===== config.mk =====
export PLATFORM = sky130hd
export DESIGN_NAME = hbrd_read_ctrl
export DESIGN_NICKNAME = d
export VERILOG_FILES = /design/src/rtl/hbrd_pkg.sv /design/src/rtl/hbrd_cfg_sel.sv /design/src/rtl/hbrd_phase_timer.sv /design/src/rtl/hbrd_read_ctrl.sv
export SDC_FILE = /design/constraint.sdc
export NUM_CORES = 1
export LEC_CHECK = 0
export BUFFER_PORTS_ARGS = -buffer_cell sky130_fd_sc_hd__buf_2
export CORE_ASPECT_RATIO = 0.75
export CORE_MARGIN = 2
export CORE_UTILIZATION = 50
export DETAILED_ROUTE_END_ITERATION = 6
export PLACE_DENSITY = 0.88
export SETUP_SLACK_MARGIN = 0.05
export SLEW_MARGIN = 20
export SYNTH_ARGS = -nofsm -noshare
export SYNTH_HDL_FRONTEND = slang
export SYNTH_SLANG_ARGS = --single-unit

===== constraint.sdc =====
create_clock -name clk -period 2.2 [get_ports clk]
set_input_delay 0 -clock clk [delete_from_list [all_inputs] [get_ports clk]]
set_output_delay 0 -clock clk [all_outputs]
set_load 0.05 [all_outputs]

===== src/rtl/hbrd_pkg.sv =====
// Shared types for the host bus read strobe timer.
package hbrd_pkg;
    // Bus sub-mode codes as seen on the configuration inputs.
    typedef enum logic [1:0] {
        MODE_MUX    = 2'd0,
        MODE_SPLIT  = 2'd1,
        MODE_RSVD2  = 2'd2,
        MODE_RSVD3  = 2'd3
    } bus_mode_e;

    // Access sequencer states.
    typedef enum logic [2:0] {
        ST_IDLE,
        ST_ADDR,
        ST_TURN,
        ST_STRB,
        ST_DONE
    } acc_state_e;
endpackage


===== src/rtl/hbrd_cfg_sel.sv =====
// Picks the effective sub-mode and strobe width for one request.
// Assumes: per-select fields are packed with select i at [2i+1:2i]
// (trim at bit i). Purely combinational.
module hbrd_cfg_sel
    import hbrd_pkg::*;
#(
    parameter int NUM_CS = 2,
    parameter int CS_W   = (NUM_CS > 1) ? $clog2(NUM_CS) : 1,
    parameter int CNT_W  = 4
) (
    input  logic [CS_W-1:0]     sel_cs,
    input  logic                percs_en,
    input  logic [2*NUM_CS-1:0] cs_mode,
    input  logic [2*NUM_CS-1:0] cs_ws,
    input  logic [NUM_CS-1:0]   cs_trim,
    input  logic [1:0]          glob_mode,
    input  logic [1:0]          glob_ws,
    input  logic                glob_trim,
    output bus_mode_e           eff_mode,
    output logic [CNT_W-1:0]    eff_width,
    output logic                eff_rsvd
);
    logic [1:0] mode_raw;
    logic [1:0] ws_raw;
    logic       trim_raw;

    // Source select: per-select fields only when enabled.
    always_comb begin
        mode_raw = glob_mode;
        ws_raw   = glob_ws;
        trim_raw = glob_trim;
        if (percs_en) begin
            mode_raw = cs_mode[2*sel_cs +: 2];
            ws_raw   = cs_ws[2*sel_cs +: 2];
            trim_raw = cs_trim[sel_cs];
        end
    end

    // Width = 2 clocks per code step, minus optional trim.
    always_comb begin
        eff_mode  = bus_mode_e'(mode_raw);
        eff_rsvd  = mode_raw[1];
        eff_width = CNT_W'({ws_raw, 1'b0}) + CNT_W'(2) - CNT_W'(trim_raw);
    end
endmodule


===== src/rtl/hbrd_phase_timer.sv =====
// Down-counter timing one bus phase. Loading N-1 makes `expired`
// first true N clocks later. Assumes load value fits CNT_W.
module hbrd_phase_timer #(
    parameter int CNT_W = 4
) (
    input  logic             clk,
    input  logic             rst_n,
    input  logic             load,
    input  logic [CNT_W-1:0] load_val,
    output logic             expired
);
    logic [CNT_W-1:0] cnt_q;

    // Count down to zero, reload on request.
    always_ff @(posedge clk) begin
        if (!rst_n)
            cnt_q <= '0;
        else if (load)
            cnt_q <= load_val;
        else if (cnt_q != '0)
            cnt_q <= cnt_q - 1'b1;
    end

    assign expired = (cnt_q == '0);
endmodule


===== src/rtl/hbrd_read_ctrl.sv =====
// Host bus read cycle generator: address phase, optional bus turnaround
// (multiplexed mode), timed read strobe, data capture and done pulse.
// Assumes: one access at a time, ADDR_CYC >= 1, 8-bit data bus.
module hbrd_read_ctrl
    import hbrd_pkg::*;
#(
    parameter int ADDR_W   = 16,
    parameter int NUM_CS   = 2,
    parameter int ADDR_CYC = 2,
    parameter int CS_W     = (NUM_CS > 1) ? $clog2(NUM_CS) : 1
) (
    input  logic                clk,
    input  logic                rst_n,
    input  logic                req_valid,
    input  logic [ADDR_W-1:0]   req_addr,
    input  logic [CS_W-1:0]     req_cs,
    input  logic                cfg_percs_en,
    input  logic [2*NUM_CS-1:0] cs_mode,
    input  logic [2*NUM_CS-1:0] cs_ws,
    input  logic [NUM_CS-1:0]   cs_trim,
    input  logic [1:0]          glob_mode,
    input  logic [1:0]          glob_ws,
    input  logic                glob_trim,
    input  logic [7:0]          ad_in,
    output logic [7:0]          ad_out,
    output logic                ad_oe,
    output logic [ADDR_W-1:0]   addr_out,
    output logic                ale,
    output logic                rd_n,
    output logic [NUM_CS-1:0]   cs_n,
    output logic                idle,
    output logic                done,
    output logic [7:0]          rdata
);
    localparam int MAX_PH = (ADDR_CYC > 8) ? ADDR_CYC : 8;
    localparam int CNT_W  = $clog2(MAX_PH + 1);

    acc_state_e        state_q, state_d;
    bus_mode_e         sel_mode;
    logic [CNT_W-1:0]  sel_width;
    logic              sel_rsvd;
    logic              mux_q;
    logic [CNT_W-1:0]  width_q;
    logic [ADDR_W-1:0] addr_q;
    logic [CS_W-1:0]   cs_q;
    logic              tmr_load;
    logic [CNT_W-1:0]  tmr_val;
    logic              tmr_exp;
    logic              accept;

    hbrd_cfg_sel #(.NUM_CS(NUM_CS), .CS_W(CS_W), .CNT_W(CNT_W)) u_cfg (
        .sel_cs    (req_cs),
        .percs_en  (cfg_percs_en),
        .cs_mode   (cs_mode),
        .cs_ws     (cs_ws),
        .cs_trim   (cs_trim),
        .glob_mode (glob_mode),
        .glob_ws   (glob_ws),
        .glob_trim (glob_trim),
        .eff_mode  (sel_mode),
        .eff_width (sel_width),
        .eff_rsvd  (sel_rsvd)
    );

    hbrd_phase_timer #(.CNT_W(CNT_W)) u_tmr (
        .clk      (clk),
        .rst_n    (rst_n),
        .load     (tmr_load),
        .load_val (tmr_val),
        .expired  (tmr_exp)
    );

    assign accept = (state_q == ST_IDLE) && req_valid && !sel_rsvd;

    // Next-state and timer load decode.
    always_comb begin
        state_d  = state_q;
        tmr_load = 1'b0;
        tmr_val  = '0;
        unique case (state_q)
            ST_IDLE: if (accept) begin
                state_d  = ST_ADDR;
                tmr_load = 1'b1;
                tmr_val  = CNT_W'(ADDR_CYC - 1);
            end
            ST_ADDR: if (tmr_exp) begin
                if (mux_q) begin
                    state_d = ST_TURN;
                end else begin
                    state_d  = ST_STRB;
                    tmr_load = 1'b1;
                    tmr_val  = width_q - 1'b1;
                end
            end
            ST_TURN: begin
                state_d  = ST_STRB;
                tmr_load = 1'b1;
                tmr_val  = width_q - 1'b1;
            end
            ST_STRB: if (tmr_exp) state_d = ST_DONE;
            ST_DONE: state_d = ST_IDLE;
            default: state_d = ST_IDLE;
        endcase
    end

    // State register.
    always_ff @(posedge clk) begin
        if (!rst_n) state_q <= ST_IDLE;
        else        state_q <= state_d;
    end

    // Latch request and effective configuration at acceptance.
    always_ff @(posedge clk) begin
        if (!rst_n) begin
            mux_q   <= 1'b0;
            width_q <= CNT_W'(2);
            addr_q  <= '0;
            cs_q    <= '0;
        end else if (accept) begin
            mux_q   <= (sel_mode == MODE_MUX);
            width_q <= sel_width;
            addr_q  <= req_addr;
            cs_q    <= req_cs;
        end
    end

    // Capture read data on the edge that ends the strobe.
    always_ff @(posedge clk) begin
        if (!rst_n)
            rdata <= '0;
        else if (state_q == ST_STRB && tmr_exp)
            rdata <= ad_in;
    end

    // Bus pin decode from the registered state.
    always_comb begin
        logic active;
        active   = (state_q == ST_ADDR) || (state_q == ST_TURN) || (state_q == ST_STRB);
        ale      = (state_q == ST_ADDR) && mux_q;
        ad_oe    = ale;
        ad_out   = ale ? addr_q[7:0] : 8'h00;
        addr_out = (active && !mux_q) ? addr_q : '0;
        rd_n     = (state_q != ST_STRB);
        idle     = (state_q == ST_IDLE);
        done     = (state_q == ST_DONE);
        for (int i = 0; i < NUM_CS; i++)
            cs_n[i] = !(active && (cs_q == CS_W'(i)));
    end


    one_cs_chk: assert property (@(posedge clk) disable iff (!rst_n)
        $countones(~cs_n) <= 1);

    ad_release_chk: assert property (@(posedge clk) disable iff (!rst_n)
        !rd_n |-> !ad_oe);

    done_pulse_chk: assert property (@(posedge clk) disable iff (!rst_n)
        done |=> !done);

    strobe_end_chk: assert property (@(posedge clk) disable iff (!rst_n)
        $rose(rd_n) |-> done);

    strobe_cs_chk: assert property (@(posedge clk) disable iff (!rst_n)
        !rd_n |-> (cs_n != '1));

    idle_quiet_chk: assert property (@(posedge clk) disable iff (!rst_n)
        idle |-> (rd_n && !ale && !ad_oe && (cs_n == '1)));
endmodule


==> results.py <==
metrics = {
    "pwr": {
        "p_leak_uw": 0.00119,
        "ir_worst_vdd_mv": 0.462,
        "finalPower_uw": 2420,
        "power.density_nw_per_um2": 923,
    },
    "layout": {
        "fin_cells": 385,
        "final_common_cell": "buf_2",
        "diodes": 0,
        "nNetsFinal": 382,
        "area_delta_synth_final_pct": 39.1,
        "utilization": 0.720,
        "final_layout_size_suffix_gt1_frac": 0.297,
        "layout_common_cells": "82 x buf_2, 37 x dfxtp_1, 34 x nand2_1",
        "fillerInstances": 275,
    },
    "cts": {
        "cts_tree": "yes",
        "cts_buffers": 5,
        "cts_buffer_depth": 2,
        "clk_latency_ns": 0.30,
        "path_clk_slew_ns": 0.07,
        "htreeDepth": 2,
        "cts.sinks": 37,
        "post_cts_buffers": 0,
        "clock-root-buffer": "clkbuf_8",
    },
    "setup_path": {
        "cpPeakStageDelay_ns": 0.50,
        "slowest_stage": "o2111a_2",
        "startpoint_type": "register",
        "worstSetupPathType": "reg -> reg",
        "crit_chain": "nor3_4 > o2111a_2 > buf_4 > nand3_1 > o21ai_0",
        "path_max_fanout": 23,
        "regToRegSetupSlack_ns": 0.41,
        "worst_setup_path_end_kind": "register",
        "cp.arrival_ns": 2.01,
        "r2r_cells": 5,
        "cp_top_family": "compound AO/OA/AOI/OAI gates",
        "crit_required_ns": 2.42,
        "reg2reg_to": "addr_q[3]",
        "r2r_start": "state_q[2]",
        "cp_num_buf_inv": 1,
    },
    "routing": {
        "wire_per_inst_um": 12.8,
        "vias_per_cell": 5.09,
        "num_vias": 1960,
        "dr.pass1.iters": 4,
        "antenna_left": 0,
        "drt_wl_total_um": 4930,
        "drc": 0,
        "drt_iter0_drc": 95,
    },
    "yosys": {
        "synthTopCellsByArea": "dfxtp_1 39%, and2_1 8.3%, nand3_1 7.2%, nand2_1 6.8%, o21ai_0 5.6%",
        "postSynthCellCount": 234,
        "synth_top_area_frac": 0.393,
        "synth_cell_types": 33,
        "synth_area_um2": 1880,
        "syn_nets": 283,
        "yosysWarnings": 0,
        "ys_seq_area_frac": 0.393,
        "ys_ff_latch": 37,
        "yosysTopAreaCell": "dfxtp_1",
        "avgSynthCellArea_um2": 8.05,
    },
    "die": {
        "die_height_um": 57.1,
        "die-area_um2": 4280,
        "core_region_area_um2": 3640,
        "die-width_um": 74.9,
        "pin_count": 83,
        "start_util": 0.518,
        "fp-row-count": 19,
    },
    "global_route": {
        "grt_overflow": 0,
        "grt_pass1_wl_um": 7910,
        "track_usage": 0.248,
        "grt_pass1_vias": 1855,
        "grt_max_degree": 44,
        "antenna_found_initial": 0,
    },
    "timing": {
        "fin_skew_ns": 0.00462,
        "setup_viol": 0,
        "drv_slew": 0,
        "rsz0062_at_grt": "no",
        "fin_tns_setup_ns": 0,
        "whs_ns": 0.0276,
        "max_freq_mhz": 558,
        "period_share": 0.815,
        "hold_viol": 0,
        "tightest_slew_ns": 0.513,
        "slew_headroom": 0.657,
        "fin_crit_ns": 1.79,
    },
    "min_path": {
        "min_from": "glob_trim",
        "hold_end": "width_q[0]",
        "hold_depth": 3,
        "hold_path_class": "in -> reg",
    },
    "place": {
        "io_buffers": 82,
        "gp_congestion": 0.785,
        "placed_cells": 354,
        "dp_hpwl_um": 3180,
    },
    "flow_run": {
        "drv_cap": 0,
    },
    "status": {
        "status": "complete, no violations",
    },
}
[through the flow]
stage | instance area (um^2) | worst slack, ns
CTS | 2620 | 0.438
detailed placement | 2290 | 0.460
floorplan | 1890 | 0.332
finish | 2620 | 0.407
global route | 2620 | 0.272
global placement | 2290 | 0.522
[where the power goes]
group          leakage, uW  internal, uW  switching (uW)  total [uW]
clock network    0.0000443           248             240         488
logic             0.000845           397             654        1050
registers         0.000302           778            99.5         877
total              0.00119          1420             993        2420
[worst register-to-register path, stage by stage, from the launching register on]
cell and delay [ns]:
dfxtp_1 0.43, nor3_4 0.29, o2111a_2 0.50, buf_4 0.28, nand3_1 0.11, o21ai_0 0.11
[cell type report]
| cell class | instances | area (um^2) | area share |
|---|---|---|---|
| clock buffer | 7 | 86.3 | 0.0330 |
| timing repair buffer | 111 | 688 | 0.263 |
| tap | 52 | 65.1 | 0.0248 |
| sequential | 37 | 741 | 0.283 |
| inverter | 6 | 22.5 | 0.00860 |
| multi-input combinational | 172 | 1020 | 0.388 |
[Yosys cell counts, drive strengths merged]
| library cell | instances |
|---|---|
| a211oi | 1 |
| a21oi | 12 |
| and2 | 25 |
| and4bb | 1 |
| buf | 11 |
| clkbuf | 8 |
| dfxtp | 37 |
| ha | 5 |
| inv | 6 |
| mux2i | 6 |
| nand2 | 34 |
| nand2b | 1 |
| nand3 | 27 |
| nor2 | 8 |
| nor2b | 2 |
| nor3 | 7 |
| nor3b | 2 |
| nor4 | 1 |
| nor4b | 1 |
| o2111a | 1 |
| o2111ai | 2 |
| o211ai | 1 |
| o21a | 2 |
| o21ai | 21 |
| o31ai | 1 |
| o32ai | 2 |
| or3 | 1 |
| or3b | 1 |
| or4 | 1 |
| xnor2 | 6 |
[registers in the layout, indices dropped and copies added, names as in the netlist]
signal and count:
cs_q 1, state_q 3, width_q 4, mux_q 1, u_tmr.cnt_q 4, addr_q 16, rdata 8
[how the worst max path moves through the flow]
stage,cells after the start,endpoint,slack [ns],from
after CTS,5,addr_out[12],0.44,state_q[1]
after detailed placement,5,addr_q[15],0.46,state_q[2]
after floorplan,3,ad_out[0],0.33,state_q[2]
after global routing,5,addr_q[3],0.27,state_q[2]
final,5,addr_q[3],0.41,state_q[2]
after global placement,6,u_tmr.cnt_q[1],0.52,u_tmr.cnt_q[1]
[repair_timing]
item,4_1_cts,5_1_grt
resized for setup,0,0
hold buffers,24,0
setup endpoints to repair,0,0
hold endpoints to repair,24,0
[logic make-up (layout without fill, tap and decap cells)]
kind of cell,Yosys count,count (layout),synth area share
buffers and inverters,25,124,0.0698
DFF,37,37,0.393
xor gates and xnor gates,6,6,0.0279
AOI/OAI and AO/OA,43,43,0.133
muxes,6,6,0.0319
and+or+nand+nor,112,112,0.311
adders and majority gates,5,5,0.0332
[per-layer routing]
metal / routed length (um) / up-vias / GRT usage
met3: 352 / 12 / 0.0742
met2: 2380 / 78 / 0.395
li1: - / 994 / -
met4: 116 / 0 / 0.143
met1: 2080 / 876 / 0.295
met5: 0 / - / 0
No activity file was read; power rests on OpenSTA's default activity.
